<file path="src/rtl/mw_pkg.sv">
package mw_pkg;
  localparam int MW_RAW = 3;
  localparam logic [MW_RAW-1:0] MW_OFF_STATUS = 3'd0;
  localparam logic [MW_RAW-1:0] MW_OFF_STEN   = 3'd1;
  localparam logic [MW_RAW-1:0] MW_OFF_SGEN   = 3'd2;
  localparam logic [MW_RAW-1:0] MW_OFF_WATCH0 = 3'd3;
endpackage

</file>
<file path="src/rtl/mw_match.sv">
module mw_match #(
  parameter int AW       = 16,
  parameter int GRAN_LSB = 3,
  localparam int GW      = AW - GRAN_LSB
) (
  input  logic          vld,
  input  logic          wr,
  input  logic [AW-1:0] addr,
  input  logic [GW-1:0] gran,
  input  logic          dir,
  output logic          hit
);
  function automatic logic [GW-1:0] granule_of(input logic [AW-1:0] a);
    return a[AW-1:GRAN_LSB];
  endfunction

  logic unused_low;
  assign unused_low = ^addr[GRAN_LSB-1:0];

  assign hit = vld && (wr == dir) && (granule_of(addr) == gran);
endmodule

</file>
<file path="src/rtl/mw_status.sv">
module mw_status #(
  parameter int NFLAG = 6
) (
  input  logic             clk,
  input  logic             rst_n,
  input  logic [NFLAG-1:0] evt,
  input  logic [NFLAG-1:0] stat_en,
  input  logic [NFLAG-1:0] w1c,
  output logic [NFLAG-1:0] status_q
);
  function automatic logic [NFLAG-1:0] next_status(
    input logic [NFLAG-1:0] cur, input logic [NFLAG-1:0] e,
    input logic [NFLAG-1:0] en, input logic [NFLAG-1:0] clr);
    return (cur & ~clr) | (e & en);
  endfunction

  always_ff @(posedge clk or negedge rst_n) begin
    if (!rst_n) status_q <= '0;
    else        status_q <= next_status(status_q, evt, stat_en, w1c);
  end
endmodule

</file>
<file path="src/rtl/mw_regfile.sv">
module mw_regfile
  import mw_pkg::*;
#(
  parameter int NREG     = 3,
  parameter int GW       = 13,
  parameter int DW       = 32,
  parameter int WDIR_BIT = 16,
  localparam int NFLAG   = 2 * NREG
) (
  input  logic                     clk,
  input  logic                     rst_n,
  input  logic                     reg_we,
  input  logic [MW_RAW-1:0]        reg_addr,
  input  logic [DW-1:0]            reg_wdata,
  input  logic [NFLAG-1:0]         status_q,
  output logic [NFLAG-1:0]         stat_en_q,
  output logic [NFLAG-1:0]         sig_en_q,
  output logic [NREG-1:0][GW-1:0]  watch_gran,
  output logic [NREG-1:0]          watch_dir,
  output logic [NFLAG-1:0]         w1c_mask,
  output logic [DW-1:0]            reg_rdata
);
  logic unused_wdata;
  assign unused_wdata = ^reg_wdata;

  assign w1c_mask = (reg_we && reg_addr == MW_OFF_STATUS) ? reg_wdata[NFLAG-1:0] : '0;

  always_ff @(posedge clk or negedge rst_n) begin
    if (!rst_n) begin
      stat_en_q  <= '0;
      sig_en_q   <= '0;
      watch_gran <= '0;
      watch_dir  <= '0;
    end else if (reg_we) begin
      if (reg_addr == MW_OFF_STEN) stat_en_q <= reg_wdata[NFLAG-1:0];
      if (reg_addr == MW_OFF_SGEN) sig_en_q  <= reg_wdata[NFLAG-1:0];
      for (int r = 0; r < NREG; r++) begin
        if (reg_addr == MW_RAW'(int'(MW_OFF_WATCH0) + r)) begin
          watch_gran[r] <= reg_wdata[GW-1:0];
          watch_dir[r]  <= reg_wdata[WDIR_BIT];
        end
      end
    end
  end

  always_comb begin
    reg_rdata = '0;
    if (reg_addr == MW_OFF_STATUS) reg_rdata[NFLAG-1:0] = status_q;
    if (reg_addr == MW_OFF_STEN)   reg_rdata[NFLAG-1:0] = stat_en_q;
    if (reg_addr == MW_OFF_SGEN)   reg_rdata[NFLAG-1:0] = sig_en_q;
    for (int r = 0; r < NREG; r++) begin
      if (reg_addr == MW_RAW'(int'(MW_OFF_WATCH0) + r)) begin
        reg_rdata[GW-1:0]     = watch_gran[r];
        reg_rdata[WDIR_BIT]   = watch_dir[r];
      end
    end
  end
endmodule

</file>
<file path="src/rtl/memwatch_unit.sv">
module memwatch_unit
  import mw_pkg::*;
#(
  parameter int NREG     = 3,
  parameter int AW       = 16,
  parameter int GRAN_LSB = 3,
  parameter int DW       = 32,
  parameter int WDIR_BIT = 16,
  localparam int GW      = AW - GRAN_LSB,
  localparam int NFLAG   = 2 * NREG
) (
  input  logic               clk,
  input  logic               rst_n,
  input  logic [NREG-1:0]    acc_vld,
  input  logic [NREG-1:0]    acc_wr,
  input  logic [NREG*AW-1:0] acc_addr,
  input  logic [NREG-1:0]    unalloc_pulse,
  input  logic               reg_we,
  input  logic [MW_RAW-1:0]  reg_addr,
  input  logic [DW-1:0]      reg_wdata,
  output logic [DW-1:0]      reg_rdata,
  output logic               irq
);
  logic [NFLAG-1:0]        status_q;
  logic [NFLAG-1:0]        stat_en_q;
  logic [NFLAG-1:0]        sig_en_q;
  logic [NFLAG-1:0]        w1c_mask;
  logic [NREG-1:0][GW-1:0] watch_gran;
  logic [NREG-1:0]         watch_dir;
  logic [NREG-1:0]         match_hit;
  logic [NREG-1:0]         err_evt;
  logic [NFLAG-1:0]        flag_evt;

  mw_regfile #(.NREG(NREG), .GW(GW), .DW(DW), .WDIR_BIT(WDIR_BIT)) u_regs (
    .clk(clk), .rst_n(rst_n), .reg_we(reg_we), .reg_addr(reg_addr),
    .reg_wdata(reg_wdata), .status_q(status_q), .stat_en_q(stat_en_q),
    .sig_en_q(sig_en_q), .watch_gran(watch_gran), .watch_dir(watch_dir),
    .w1c_mask(w1c_mask), .reg_rdata(reg_rdata)
  );

  for (genvar r = 0; r < NREG; r++) begin : g_region
    mw_match #(.AW(AW), .GRAN_LSB(GRAN_LSB)) u_match (
      .vld(acc_vld[r]), .wr(acc_wr[r]), .addr(acc_addr[r*AW +: AW]),
      .gran(watch_gran[r]), .dir(watch_dir[r]), .hit(match_hit[r])
    );
  end

  assign err_evt  = unalloc_pulse;
  assign flag_evt = {match_hit, err_evt};

  mw_status #(.NFLAG(NFLAG)) u_status (
    .clk(clk), .rst_n(rst_n), .evt(flag_evt), .stat_en(stat_en_q),
    .w1c(w1c_mask), .status_q(status_q)
  );

  assign irq = |(status_q & sig_en_q);
endmodule

</file>
<file path="config.mk">
export PLATFORM = sky130hd
export DESIGN_NAME = memwatch_unit
export DESIGN_NICKNAME = d
export VERILOG_FILES = /design/src/rtl/mw_pkg.sv /design/src/rtl/mw_match.sv /design/src/rtl/mw_status.sv /design/src/rtl/mw_regfile.sv /design/src/rtl/memwatch_unit.sv
export SDC_FILE = /design/constraint.sdc
export NUM_CORES = 1
export LEC_CHECK = 0
export BUFFER_PORTS_ARGS = -buffer_cell sky130_fd_sc_hd__buf_2
export CAP_MARGIN = 20
export CORE_MARGIN = 2
export CORE_UTILIZATION = 45
export DETAILED_ROUTE_END_ITERATION = 10
export GPL_ROUTABILITY_DRIVEN = 0
export GPL_TIMING_DRIVEN = 0
export PLACE_DENSITY = 0.82
export SYNTH_ARGS = -nofsm -noshare
export SYNTH_HDL_FRONTEND = slang
export SYNTH_SLANG_ARGS = --single-unit
</file>
<file path="constraint.sdc">
create_clock -name clk -period 1.95 [get_ports clk]
set_clock_uncertainty 0.1 [all_clocks]
set_input_delay 0.39 -clock clk [delete_from_list [all_inputs] [get_ports clk]]
set_output_delay 0.39 -clock clk [all_outputs]
set_load 0.05 [all_outputs]
</file>
==> impl_metrics.json <==
{
  "status": "finished with violations",
  "violations": "negative setup slack",
  "fin_crit_sh": 1.05,
  "grt_pass1_vias": 2770,
  "antenna_found_initial": 0,
  "cts.path.max_buffers": 2,
  "grt_max_degree": 33,
  "rsz0062_at_grt": "yes",
  "grt_usage": 0.228,
  "grt.overflow.total": 0,
  "wire_per_inst_um": 18.3,
  "fmax_mhz": 489,
  "num-nets-final": 504,
  "worst-r2r-cell-count": 4,
  "finalCriticalPeriod_ps": 2040,
  "p_int_w": 0.00286,
  "seqPwrFrac": 0.403,
  "timing.final.ws_setup_ps": -93.0,
  "r2r_end": "u_status.status_q[5]$_DFF_PN0_",
  "ctsHtreeMaxLevel": 3,
  "synth_area_leader_cell": "dfrtp_1",
  "power.density_nw_per_um2": 917,
  "synth_warnings": 0,
  "ys_seq_elements": 60,
  "max-cap-violations": 0,
  "cp.arrival_ps": 1550,
  "timing.slew.headroom": 0.505,
  "pre_cts_ws_ps": -424,
  "drtIter0Drc": 104,
  "post-dp-hpwl_um": 6640,
  "synth_cell_types": 32,
  "crit_fanout": 2,
  "crit_required_ps": 1460,
  "worstSetupPathType": "reg2out",
  "cts_tree": "yes",
  "cts_hold_buf": 0,
  "postRouteAntennaNets": 0,
  "final_common_cell": "buf_2",
  "diodes": 0,
  "ir_drop_mv": 0.465,
  "io-pin-count": 128,
  "dieHeight_um": 91.6,
  "layout-drive-gt1-share": 0.584,
  "die_area_um2": 8380,
  "pwr-share-comb": 0.342,
  "switching_share": 0.345,
  "design_area_um2": 4770,
  "grt_pass1_wl_um": 14400,
  "p_clk_frac": 0.255,
  "min_path_type": "in2async",
  "final_cell_mix": "buf_2, dfrtp_1, mux2_2",
  "syn_avg_cell_area_um2": 12.4,
  "rows": 31,
  "clock_sinks": 60,
  "cts-root-buf": "clkbuf_8",
  "synth_seq_area_share": 0.435,
  "synth_area_leaders": "dfrtp_1, mux2_2, xnor2_1",
  "ff2ff_setup_slack_ps": 340,
  "path_clk_slew_ps": 70,
  "timing.hold.ws_ps": 12.0,
  "firstDrtPassIters": 4,
  "synth_area_um2": 3450,
  "final_max_slew_viol_count": 0,
  "core_um2": 7330,
  "placed_area_um2": 4220,
  "vias_per_cell": 5.24,
  "hold_viol_final": 0,
  "stdcell_count": 512,
  "cts_buffers": 9,
  "crit_path_end_kind": "output pin",
  "syn_to_final_growth_pct": 38.3,
  "tightest_slew_ps": 743,
  "netSwitchingPower_w": 0.00151,
  "synth_top_area_frac": 0.435,
  "insertion_delay_ps": 340,
  "setup_violations": 4,
  "dieWidth_um": 91.6,
  "wirelength_um": 9390,
  "initial_core_util": 0.471,
  "leakage_nw": 2.17,
  "num_vias": 2683,
  "start_kind": "flop",
  "numPlacedInstances": 477,
  "drc": 0,
  "r2r-start": "u_regs.watch_gran[34]$_DFFE_PN0P_",
  "nFillCells": 554,
  "port_buffers": 81,
  "syn_inst": 279
}
kinds of logic (layout without fill, tap and decap cells):
logic type      count (synthesis)  after routing  share of synthesized area
buf+inv                        33            150                     0.0704
simple gates                   44             44                     0.0889
compound gates                 25             25                     0.0490
other cells                     1             18                    0.00109
xor+xnor                       42             42                      0.107
flops                          60             60                      0.435
mux                            74             74                      0.249
routing by layer:
| metal | GRT usage | share of wire | routed length [um] |
|---|---|---|---|
| met3 | 0.0465 | 0.053 | 497 |
| met5 | 0 | 0 | 0 |
| met2 | 0.384 | 0.51 | 4800 |
| met4 | 0.115 | 0.028 | 266 |
| met1 | 0.277 | 0.41 | 3830 |
cell usage after synthesis:
library cell  instances
mux2i_1              16
conb_1                1
nand2b_4              1
a21oi_1               2
nand4_1               5
dfrtp_1              60
xor2_1               19
nor2_2                1
nand3_1               4
nor3b_4               1
inv_1                 4
mux2_2               54
a22oi_1               3
o221ai_1              2
nor4b_4               1
nor3_1                1
mux4_2                4
buf_4                21
nand2_1              17
o22ai_1               4
o21ai_0               8
and4bb_2              2
nor2b_1               1
a22o_1                5
buf_2                 2
a32o_1                1
nor4_1                6
nand4b_4              2
xnor2_1              23
clkbuf_1              1
nor2_1                2
buf_6                 5
worst max-delay path by stage:
stage / slack, ps / start / depth (start not counted) / end
finish: -90 / u_regs.watch_gran[0]$_DFFE_PN0P_ / 4 / reg_rdata[0]
global route: -120 / u_regs.watch_gran[0]$_DFFE_PN0P_ / 4 / reg_rdata[0]
CTS: -100 / u_regs.watch_gran[1]$_DFFE_PN0P_ / 4 / reg_rdata[1]
detailed placement: -420 / reg_addr[0] / 7 / reg_rdata[2]
global placement: -430 / reg_addr[0] / 7 / reg_rdata[2]
floorplan: -50 / reg_addr[0] / 5 / reg_rdata[10]
metrics by stage:
step,total power [W],utilization,setup TNS (ps)
after floorplan,0.00268,-,-47.4
after global placement,0.00299,0.573,-5120
after detailed placement,0.00304,0.576,-5120
after CTS,0.00433,0.643,-295
after global routing,0.00456,0.651,-504
final,0.00437,0.651,-299
layout make-up:
cell class	count	area [um2]	share of cell area
buffer	29	279	0.0585
clock buffer	11	141	0.0296
clock inverter	4	50.0	0.0105
inverter	4	15.0	0.00315
multi-input combinational	203	2000	0.420
sequential	60	1500	0.315
tap	99	124	0.0260
timing repair buffer	102	656	0.137
power groups by stage:
stage,clock network (W),logic [W],registers (W)
global placement,0,0.00124,0.00175
finish,0.00111,0.00149,0.00176
global route,0.00118,0.00158,0.00180
detailed placement,0,0.00127,0.00177
floorplan,0,0.000994,0.00169
CTS,0.00112,0.00146,0.00176
worst max-delay path, stage by stage (launching register included):
cell     delay [ps]
dfrtp_1         410
mux4_2          490
inv_2            80
o22ai_4          70
buf_6           160
what timing repair did:
item                                    4_1_cts  5_1_grt
endpoints found under the setup margin       14       14
setup buffers                                14        6
pin swaps                                     1        3
gates cloned                                  0        0
gates resized for setup                      52        4
registers in the layout, indices dropped and copies added (netlist names):
register,count
u_regs.watch_dir,3
u_status.status_q,6
u_regs.watch_gran,39
u_regs.stat_en_q,6
u_regs.sig_en_q,6
Note: power is estimated with default switching activity, not from simulation.
